[config.mk]
export PLATFORM = sky130hd
export DESIGN_NAME = slot_fence
export DESIGN_NICKNAME = d
export VERILOG_FILES = /design/src/rtl/slot_fence.sv
export SDC_FILE = /design/constraint.sdc
export NUM_CORES = 1
export LEC_CHECK = 0
export BUFFER_PORTS_ARGS = -buffer_cell sky130_fd_sc_hd__buf_2
export CORE_AREA = 2 2 185 187
export CTS_CLUSTER_SIZE = 20
export DETAILED_ROUTE_END_ITERATION = 10
export DIE_AREA = 0 0 187 189
export PLACE_DENSITY = 0.47
export SKIP_CTS_REPAIR_TIMING = 1
export SYNTH_ARGS = -nofsm -noshare
export SYNTH_HDL_FRONTEND = slang
export SYNTH_SLANG_ARGS = --single-unit
[constraint.sdc]
create_clock -name clk -period 2.4 [get_ports clk]
set_input_delay 0.12 -clock clk [delete_from_list [all_inputs] [get_ports clk]]
set_output_delay 0.12 -clock clk [all_outputs]
set_load 0.005 [all_outputs]
[src/rtl/slot_fence.sv]
module slot_fence #(
  parameter int AW = 32,
  parameter int DW = 32
) (
  input  logic          clk,
  input  logic          rst_n,
  input  logic          det_en,
  input  logic          clr,
  input  logic          cfg_we,
  input  logic [1:0]    cfg_sel,
  input  logic [AW-1:0] cfg_wdata,
  output logic [AW-1:0] cfg_rdata,
  input  logic          host_req,
  input  logic          host_we,
  input  logic [1:0]    host_space,
  input  logic [1:0]    host_size,
  input  logic [AW-1:0] host_addr,
  input  logic [DW-1:0] host_wdata,
  output logic [DW-1:0] host_rdata,
  output logic          slot_req,
  output logic          slot_we,
  output logic [1:0]    slot_space,
  output logic [1:0]    slot_size,
  output logic [AW-1:0] slot_addr,
  output logic [DW-1:0] slot_wdata,
  input  logic [DW-1:0] slot_rdata,
  input  logic          dma_req,
  input  logic          dma_we,
  input  logic [AW-1:0] dma_addr,
  input  logic [DW-1:0] dma_wdata,
  output logic [DW-1:0] dma_rdata,
  output logic          mem_req,
  output logic          mem_we,
  output logic [AW-1:0] mem_addr,
  output logic [DW-1:0] mem_wdata,
  input  logic [DW-1:0] mem_rdata,
  input  logic          perr_data,
  input  logic          perr_addr,
  input  logic          split_err,
  input  logic          irq_in,
  output logic          irq_out
);
  localparam int NCAUSE = 4;

  logic [AW-1:0]     base_q, limit_q;
  logic              frozen_q;
  logic [NCAUSE-1:0] cause_q;
  logic              in_win, fence;
  logic [NCAUSE-1:0] err_ev;
  logic [DW-1:0]     ones_w;

  assign in_win = (base_q <= limit_q) && (dma_addr >= base_q) && (dma_addr <= limit_q);
  assign err_ev = {split_err, perr_addr, perr_data, dma_req & ~in_win} & {NCAUSE{det_en}};
  assign fence  = ~det_en | frozen_q | (|err_ev);

  always_comb begin
    ones_w = '1;
    if (host_size == 2'd0) ones_w = DW'(8'hFF);
    else if (host_size == 2'd1) ones_w = DW'(16'hFFFF);
  end

  assign slot_req   = host_req & ~fence;
  assign slot_we    = host_we;
  assign slot_space = host_space;
  assign slot_size  = host_size;
  assign slot_addr  = host_addr;
  assign slot_wdata = host_wdata;
  assign host_rdata = fence ? ones_w : slot_rdata;

  assign mem_req   = dma_req & ~fence;
  assign mem_we    = dma_we;
  assign mem_addr  = dma_addr;
  assign mem_wdata = dma_wdata;
  assign dma_rdata = fence ? '1 : mem_rdata;

  assign irq_out = irq_in;

  always_ff @(posedge clk or negedge rst_n) begin
    if (!rst_n) begin
      base_q   <= '1;
      limit_q  <= '0;
      frozen_q <= 1'b0;
      cause_q  <= '0;
    end else begin
      if (cfg_we && cfg_sel == 2'd0) base_q  <= cfg_wdata;
      if (cfg_we && cfg_sel == 2'd1) limit_q <= cfg_wdata;
      if (|err_ev) begin
        frozen_q <= 1'b1;
        cause_q  <= (clr ? '0 : cause_q) | err_ev;
      end else if (clr) begin
        frozen_q <= 1'b0;
        cause_q  <= '0;
      end
    end
  end

  always_comb begin
    case (cfg_sel)
      2'd0:    cfg_rdata = base_q;
      2'd1:    cfg_rdata = limit_q;
      2'd2:    cfg_rdata = AW'({frozen_q, cause_q});
      default: cfg_rdata = '0;
    endcase
  end


  dma_in_window_chk: assert property (@(posedge clk) disable iff (!rst_n)
    mem_req |-> (dma_addr >= base_q && dma_addr <= limit_q));


  dma_escape_freezes_chk: assert property (@(posedge clk) disable iff (!rst_n)
    (det_en && dma_req && !mem_req && !(dma_addr >= base_q && dma_addr <= limit_q)) |=> (frozen_q && cause_q[0]));


  parity_freezes_chk: assert property (@(posedge clk) disable iff (!rst_n)
    (det_en && perr_data) |=> (frozen_q && cause_q[1]));


  frozen_blocks_chk: assert property (@(posedge clk) disable iff (!rst_n)
    frozen_q |-> (!slot_req && !mem_req));


  freeze_holds_chk: assert property (@(posedge clk) disable iff (!rst_n)
    (frozen_q && !clr) |=> (frozen_q && ((cause_q & $past(cause_q)) == $past(cause_q))));


  disabled_no_freeze_chk: assert property (@(posedge clk) disable iff (!rst_n)
    (!det_en && !frozen_q) |=> !frozen_q);
endmodule

Word-level counts from Yosys, hierarchy flattened
Cells that the tools add are included.
{"block": "word_totals", "in_bits": 243, "wordCells": 37, "regBits": 69}
{"block": "op_classes", "n_reduce_logical": 8, "eq_ne": 3, "n_mux": 9, "magnitude_cmp": 3, "bitwise": 10}
{"operator": "$mux 32", "n": 4}
{"operator": "$pmux 32 s3", "n": 1}
{"operator": "$le 32x32->1", "n": 2}
{"operator": "$ge 32x32->1", "n": 1}
{"operator": "$mux 4", "n": 2}
{"operator": "$and 4x4->4", "n": 1}
{"operator": "$eq 2x1->1 const B", "n": 2}
{"operator": "$logic_and 1x1->1", "n": 4}
{"operator": "$logic_not 2->1", "n": 2}
{"operator": "$or 4x4->4", "n": 1}
{"operator": "$reduce_or 4->1", "n": 1}
{"operator": "$and 1x1->1", "n": 3}
{"operator": "$not 1->1", "n": 3}
{"operator": "$eq 2x2->1 const B", "n": 1}
{"operator": "$mux 1", "n": 2}
{"operator": "$or 1x1->1", "n": 2}
{"operator": "$reduce_bool 2->1", "n": 1}

Longest topological paths before layout
Gate-level depths: netlist (run 1).
{"block": "logic_depth", "ltp_word": 10, "ltp_mapped": 11, "ltp_nobuf": 9}

Worst setup path after synthesis (run 1)
No wires, ideal clock.
{"block": "synth_path", "path_type": "register to output", "startpoint": "reg base_q[7]", "endpoint": "out host_rdata[21]", "slack_ps": -243, "stages_incl_launch_ff": 12, "path_buffers": 2, "t_required_ps": 2280, "arrival_time_ps": 2523, "path_cell_list": "dfstp_2 > inv_1 > ha_1 > a21oi_1 > a211oi_1 > a2111oi_0 > o21ai_1 > a2111oi_4 > o31a_1 > buf_4 > buf_4 > o32ai_1"}
{"block": "synth_via", "elab_chain_cells": 9}
{"element": "start: declaration", "line": "45", "text": "logic [AW-1:0] base_q, limit_q;"}
{"element": "start signal: assignment", "line": "85", "text": "if (cfg_we && cfg_sel == 2'd0) base_q <= cfg_wdata;"}
{"element": "$le 32x32->1 or $ge 32x32->1 (tied branches)", "line": "52", "text": "assign in_win = (base_q <= limit_q) && (dma_addr >= base_q) && (dma_addr <= limit_q);"}
{"element": "$logic_and 1x1->1 (*) (2 in a row)", "line": "52"}
{"element": "$not 1->1 (*)", "line": "53", "text": "assign err_ev = {split_err, perr_addr, perr_data, dma_req & ~in_win} & {NCAUSE{det_en}};"}
{"element": "$and 1x1->1 (*)", "line": "53"}
{"element": "$and 4x4->4 (*)", "line": "53"}
{"element": "$reduce_or 4->1 (*)", "line": "54", "text": "assign fence = ~det_en | frozen_q | (|err_ev);"}
{"element": "$or 1x1->1 (*)", "line": "54"}
{"element": "$mux 32 (*)", "line": "68", "text": "assign host_rdata = fence ? ones_w : slot_rdata;"}
{"element": "end: declaration", "line": "19", "text": "output logic [DW-1:0] host_rdata,"}
Mark *: on every way between the ends. The rest lies on a longest branch, timed or not.

Worst setup path in the final report (run 1)
{"block": "layout_path", "startpoint": "reg base_q[25]", "endpoint": "out dma_rdata[2]"}
{"block": "layout_via", "elab_chain_cells": 9}
{"element": "$le 32x32->1 or $ge 32x32->1 (tied branches)", "line": "52"}
{"element": "$logic_and 1x1->1 (*) (2 in a row)", "line": "52"}
{"element": "$not 1->1 (*)", "line": "53"}
{"element": "$and 1x1->1 (*)", "line": "53"}
{"element": "$and 4x4->4 (*)", "line": "53"}
{"element": "$reduce_or 4->1 (*)", "line": "54"}
{"element": "$or 1x1->1 (*)", "line": "54"}
{"element": "$mux 32 (*)", "line": "74", "text": "assign dma_rdata = fence ? '1 : mem_rdata;"}
{"element": "end: declaration", "line": "31", "text": "output logic [DW-1:0] dma_rdata,"}
Marked as above.

==> metrics.csv, run 1 <==
stage,metric,value,unit
floorplanning,die_x,187,µm
run_status,violations,"hold timing, setup timing",
floorplanning,dieArea,0.0353,mm²
layout,stdcell_area,0.00911,mm²
timing,skew,0.00737,ns
routing,avgRoutedWirePerCell,16.5,µm
grt,antenna_found_initial,1,
job,drv_cap,0,
floorplanning,start_util,21.3,%
timing,finalCriticalPeriod,3.41,ns
setup_path,rr_endpoint,cause_q[0],
placed_design,hpwl,19.7,mm
synth,syn_inst,828,
pwr,powerDensity,578,mW/mm²
clock_network,clock_latency,0.35,ns
layout,utilization,27.4,%
timing,fmax,293,MHz
layout,nNetsFinal,1374,
floorplanning,placement_rows,67,
routing,antenna_left,0,
grt,grt_util_all_layers,13.4,%
placed_design,place_area,0.00860,mm²
timing,worst_pin_slew,1.21,ns
timing,fin_setup_tns,-64.31,ns
pwr,p_leak,4.47,nW
routing,wirelength,24.5,mm
grt,grt_max_degree,70,
timing,hold_violations,1,
setup_path,critical_path_required,2.28,ns
layout,layout_common_cells,"buf_2, inv_1, ha_1",
timing,finalSetupViolations,68,
floorplanning,dieHeight,189,µm
worst_hold_path,hold_class,input port to flop,
synth,async_flop_share,100,%
setup_path,endpoint_kind,output port,
clock_network,h-tree-depth,3,
clock_network,clkTransAtPathRegs,0.07,ns
setup_path,worstSetupEndpoint,dma_rdata[2],
synth,synth_area,0.00708,mm²
setup_path,cp_max_fo,16,
setup_path,cpMaxStageDelayCell,dfstp_2,
clock_network,cts_buffer_depth,2,
setup_path,worstSetupPathType,flop to output port,
routing,first_pass_iters,4,
setup_path,slowest_delay,0.53,ns
timing,fin_ws,-1.01,ns
setup_path,crit_path_frequent_cell,buf_4,
clock_network,root_buffer,clkbuf_16,
floorplanning,pin_count,476,
routing,drc,0,
setup_path,critPathArrivalTime,3.29,ns
synth,synth_edf_count,0,
grt,overflow,0,
run_status,status,"finished, violations left",
synth,ys.flop_type,dfrtp_1,
timing,fin_hold_ws,-0.00647,ns
setup_path,startpoint,base_q[25],
timing,rsz0062_at_grt,yes,
timing,maxSlewViolCount,0,
routing,vias,6336,
synth,yosysUniqueCellTypes,47,
pwr,finalPower,5.27,mW
routing,via_per_inst,4.26,
pwr,vdd_ir_drop_max,0.000324,V
timing,period_share,142,%
synth,ys_seq_area_share,25.0,%
grt,grt_pass1_wl,36.7,mm
clock_network,numCtsBuffers,9,
layout,layout_commonest_cell,buf_2,
worst_hold_path,holdPathStages,3,
timing,max-slew-margin-rel,18.5,%
floorplanning,core-area,0.0333,mm²
layout,drive_gt1_share,45.9,%
setup_path,ff2ff_path_depth,12,
layout,syn_to_final_growth,28.8,%
layout,nFillCells,3633,
grt,grt_pass1_vias,6379,
setup_path,reg2reg_from,base_q[19],
synth,yosys_warnings,0,
placed_design,portBuffers,273,
setup_path,r2r_slack,-0.40,ns
clock_network,cts_tree,built,
routing,drt_iter0_drc,257,
setup_path,crit_path_start_kind,flop,
synth,syn-num-nets,1167,
synth,syn_area_per_cell,8.55,µm²
placed_design,gp_congestion,0.797,
synth,yosys_register_bits,69,
setup_path,crit_chain,buf_4 -> inv_1 -> ha_1 -> nand4_1 -> buf_4 -> nor3_2 -> buf_4 -> a2111oi_4 -> buf_4 -> o31a_4 -> buf_12 -> or3_1 -> buf_2,
clock_network,cts.sinks,69,
power by group:
group          internal, mW  leakage [nW]  switching [mW]
sequential             1.44         0.773           0.142
clock                 0.890         0.152           0.557
combinational          1.08          3.54            1.16
total                  3.41          4.47            1.86
registers in the layout, indices dropped and copies added, names as in the netlist:
name / flops
limit_q: 32
base_q: 32
cause_q: 4
frozen_q: 1
area by class of cell:
class / count / area (µm²) / share of cell area [%]
clock inverter: 3 / 42.5 / 0.467
sequential: 69 / 1770 / 19.4
timing repair buffer: 365 / 2140 / 23.5
antenna: 1 / 2.50 / 0.0275
multi-input combinational: 495 / 3970 / 43.6
tap: 448 / 561 / 6.15
clock buffer: 13 / 270 / 2.97
inverter: 95 / 357 / 3.91
routing by layer:
metal / global-route usage (%) / vias to the layer above / routed length (µm)
met5: 0 / - / 0
met4: 3.33 / 0 / 390
met3: 3.19 / 40 / 1350
met2: 21.2 / 179 / 11100
met1: 18.3 / 2945 / 11600
li1: - / 3172 / -
logic make-up after synthesis:
kind of cell / Yosys count / synth area share, %
AOI/OAI and AO/OA: 147 / 13.1
adders and majority gates: 96 / 17.0
buffers and inverters: 264 / 21.6
DFF: 69 / 25.0
muxes: 64 / 9.62
and+or+nand+nor: 188 / 13.7
how the worst min path moves through the flow:
stage | from | to | slack [ns]
3_5_place_dp | rst_n | limit_q[21] | 0.19
3_3_place_gp | rst_n | limit_q[21] | 0.19
6_report | cfg_wdata[5] | base_q[5] | -0.006
5_1_grt | cfg_wdata[25] | base_q[25] | 0.005
2_1_floorplan | rst_n | cause_q[0] | -0.18
4_1_cts | rst_n | limit_q[23] | -0.18
cells in the mapped netlist, types with 2 or more instances:
cell type  instances  area share [%]
a21o_1             6            0.64
buf_4            137              15
dfstp_2           32              12
nor2_1            34             1.8
a21oi_1           38             2.7
nor3_1             6            0.42
buf_1              3            0.16
o211ai_1           2            0.21
dfrtp_1           37              13
a32oi_1            8            0.99
o21ai_1            3            0.21
buf_6              3            0.48
nor2b_1            6            0.53
or3_1             42             3.7
nor4_2             3            0.53
ha_1              96              17
nand2_1           57             3.0
o21ai_0           53             3.7
clkbuf_1          23             1.2
nand4_1           20             1.8
nor4_1             4            0.35
nand3_1            7            0.50
a211oi_1           6            0.64
o32ai_1           17             2.1
buf_2              3            0.21
a2111oi_0          3            0.37
a22oi_1            2            0.21
mux2i_1           32             4.5
and4_1             2            0.25
mux2_2            32             5.1
inv_1             95             5.0
worst max-delay path, delay by kind of cell (launching register included):
family / cells / cell delay (ns)
AOI/OAI and AO/OA: 2 / 0.44
adders and majority gates: 1 / 0.30
buffers and inverters: 7 / 0.95
DFF: 1 / 0.53
and+or+nand+nor: 3 / 0.72
stage by stage:
step | worst slack [ns] | std cells
floorplan | -0.181 | 828
global placement | -0.802 | 1466
detailed placement | -0.913 | 1466
CTS | -1.32 | 1482
global route | -1.20 | 1488
finish | -1.01 | 1489
(Power assumes the default switching activity.)
==> run 2: changes to the inputs <==
--- a/config.mk
+++ b/config.mk
@@ -6,11 +6,13 @@
 export NUM_CORES = 1
 export LEC_CHECK = 0
 export BUFFER_PORTS_ARGS = -buffer_cell sky130_fd_sc_hd__buf_2
-export CORE_AREA = 2 2 185 187
+export CELL_PAD_IN_SITES_DETAIL_PLACEMENT = 1
+export CELL_PAD_IN_SITES_GLOBAL_PLACEMENT = 1
+export CORE_AREA = 2 2 186 188
 export CTS_CLUSTER_SIZE = 20
 export DETAILED_ROUTE_END_ITERATION = 10
-export DIE_AREA = 0 0 187 189
-export PLACE_DENSITY = 0.47
+export DIE_AREA = 0 0 188 190
+export PLACE_DENSITY = 0.63
 export SKIP_CTS_REPAIR_TIMING = 1
 export SYNTH_ARGS = -nofsm -noshare
 export SYNTH_HDL_FRONTEND = slang
==> run 2 against run 1 <==
Against the previous run:
- the flow finishes with violations (setup timing)
- clock skew rose by 0.0025 ns
- clock-buffer cell count fell by 3
- core utilization rose by 1.3 points
- highest routed layer unchanged
==> metrics.csv, run 2 (synthesis results as in run 1) <==
stage,metric,value,unit
run_status,status,"finished, violations left",
run_status,violations,setup timing,
clock_network,cts_buffer_depth,2,
pwr,vdd_ir_drop_max,0.000306,V
floorplanning,core-area,0.0339,mm²
layout,layout_commonest_cell,buf_2,
placed_design,hpwl,21.9,mm
timing,fin_ws,-1.13,ns
pwr,seqPwrFrac,28.2,%
timing,finalSetupViolations,68,
grt,grt_use_met2,23.0,%
floorplanning,die_x,188,µm
clock_network,clock_latency,0.34,ns
timing,rsz0062_at_grt,yes,
timing,finalCriticalPeriod,3.53,ns
timing,hold_violations,0,
floorplanning,start_util,20.8,%
pwr,p_int,3.62,mW
clock_network,cts_tree,built,
layout,nNetsFinal,1422,
job,drv_cap,0,
setup_path,crit_path_start_kind,flop,
pwr,powerDensity,575,mW/mm²
timing,period_share,147,%
clock_network,h-tree-depth,3,
pwr,p_leak,4.75,nW
routing,drt_iter0_drc,232,
grt,overflow,0,
setup_path,ff2ff_path_depth,14,
layout,reg_top3,"base_q (32), limit_q (32), cause_q (4)",
grt,grt_pass1_wl,38.9,mm
routing,vias,6709,
grt,grt_max_degree,70,
timing,worst_pin_slew,0.981,ns
floorplanning,placement_rows,68,
setup_path,cp_max_fo,6,
timing,max-slew-margin-rel,34.1,%
layout,layout_common_cells,"buf_2, buf_4, ha_1",
setup_path,critical_path_required,2.28,ns
timing,maxSlewViolCount,0,
routing,drc,0,
floorplanning,dieArea,0.0357,mm²
placed_design,gp_congestion,0.761,
pwr,p_sw,1.99,mW
pwr,pwr-share-comb,46.0,%
clock_network,root_buffer,clkbuf_16,
layout,syn_to_final_growth,37.8,%
setup_path,worstSetupPathType,flop to output port,
timing,skew,0.00991,ns
pwr,finalPower,5.61,mW
grt,globalRouteMet3Util,4.43,%
clock_network,cts.sinks,69,
routing,first_pass_iters,4,
grt,grt_busiest_layer,met2,
grt,grt_pass1_vias,6798,
routing,via_per_inst,4.34,
worst_hold_path,holdPathStages,3,
routing,antenna_left,0,
grt,grt_util_all_layers,14.0,%
setup_path,r2r_slack,-0.53,ns
placed_design,portBuffers,273,
routing,avgRoutedWirePerCell,17.4,µm
setup_path,critPathArrivalTime,3.41,ns
setup_path,endpoint_kind,output port,
grt,use_met1,18.0,%
pwr,switching_share,35.4,%
floorplanning,pin_count,476,
layout,drive_gt1_share,50.4,%
routing,wirelength,26.9,mm
clock_network,clkTransAtPathRegs,0.06,ns
timing,fmax,284,MHz
worst_hold_path,hold_class,input port to flop,
floorplanning,dieHeight,190,µm
grt,antenna_found_initial,3,
pwr,clkPwrFrac,25.8,%
timing,fin_hold_ws,0.00306,ns
clock_network,numCtsBuffers,9,
run 2: final timing paths:
check	to	from
setup reg to reg	cause_q[0]	base_q[13]
hold / removal	base_q[21]	cfg_wdata[21]
setup / recovery	host_rdata[30]	base_q[13]
max in group asynchronous	base_q[4]	rst_n
min in group asynchronous	limit_q[19]	rst_n
hold reg to reg	base_q[23]	base_q[23]
run 2: power by group through the flow:
stage | sequential (mW) | clock [mW] | combinational [mW]
CTS | 1.59 | 1.50 | 2.35
detailed placement | 1.60 | 0 | 2.32
global route | 1.62 | 1.55 | 2.90
finish | 1.58 | 1.45 | 2.58
floorplan | 1.57 | 0 | 1.39
global placement | 1.59 | 0 | 2.25
run 2: worst max-delay path: stages, from the launching register on:
cell       delay (ns)
dfstp_2          0.56
inv_2            0.06
ha_4             0.22
buf_6            0.12
a211oi_4         0.22
nor2_2           0.07
a2111oi_4        0.40
o21ai_4          0.17
a2111oi_4        0.34
buf_6            0.18
o31a_4           0.24
buf_12           0.12
clkbuf_16        0.14
o32ai_4          0.08
buf_2            0.15
run 2: layout make-up:
| cell class | count | area, µm² |
|---|---|---|
| diodes | 2 | 5.00 |
| clock buffers | 10 | 229 |
| clock inverters | 6 | 87.6 |
| fillers | 4044 | 24200 |
| inverters | 95 | 357 |
| multi-input cells | 495 | 4170 |
| flip-flops and latches | 69 | 1770 |
| well taps | 455 | 569 |
| repair buffers | 413 | 2560 |
run 2: routing by layer:
| layer | wire length (µm) | share of wire, % |
|---|---|---|
| met2 | 13000 | 48 |
| met3 | 1860 | 6.9 |
| met5 | 0 | 0 |
| met4 | 216 | 0.80 |
| met1 | 11900 | 44 |
run 2: metrics by stage:
stage	area [µm²]	cells	util, %	TNS, ns	worst slack (ns)
final	9750	1545	28.7	-71.77	-1.13
after global routing	9740	1544	28.7	-81.08	-1.26
after CTS	9170	1522	27.0	-104.38	-1.70
after detailed placement	8850	1506	26.1	-77.09	-1.29
after global placement	8850	1506	26.1	-77.18	-1.27
after floorplan	7160	828	-	-9.29	-0.181
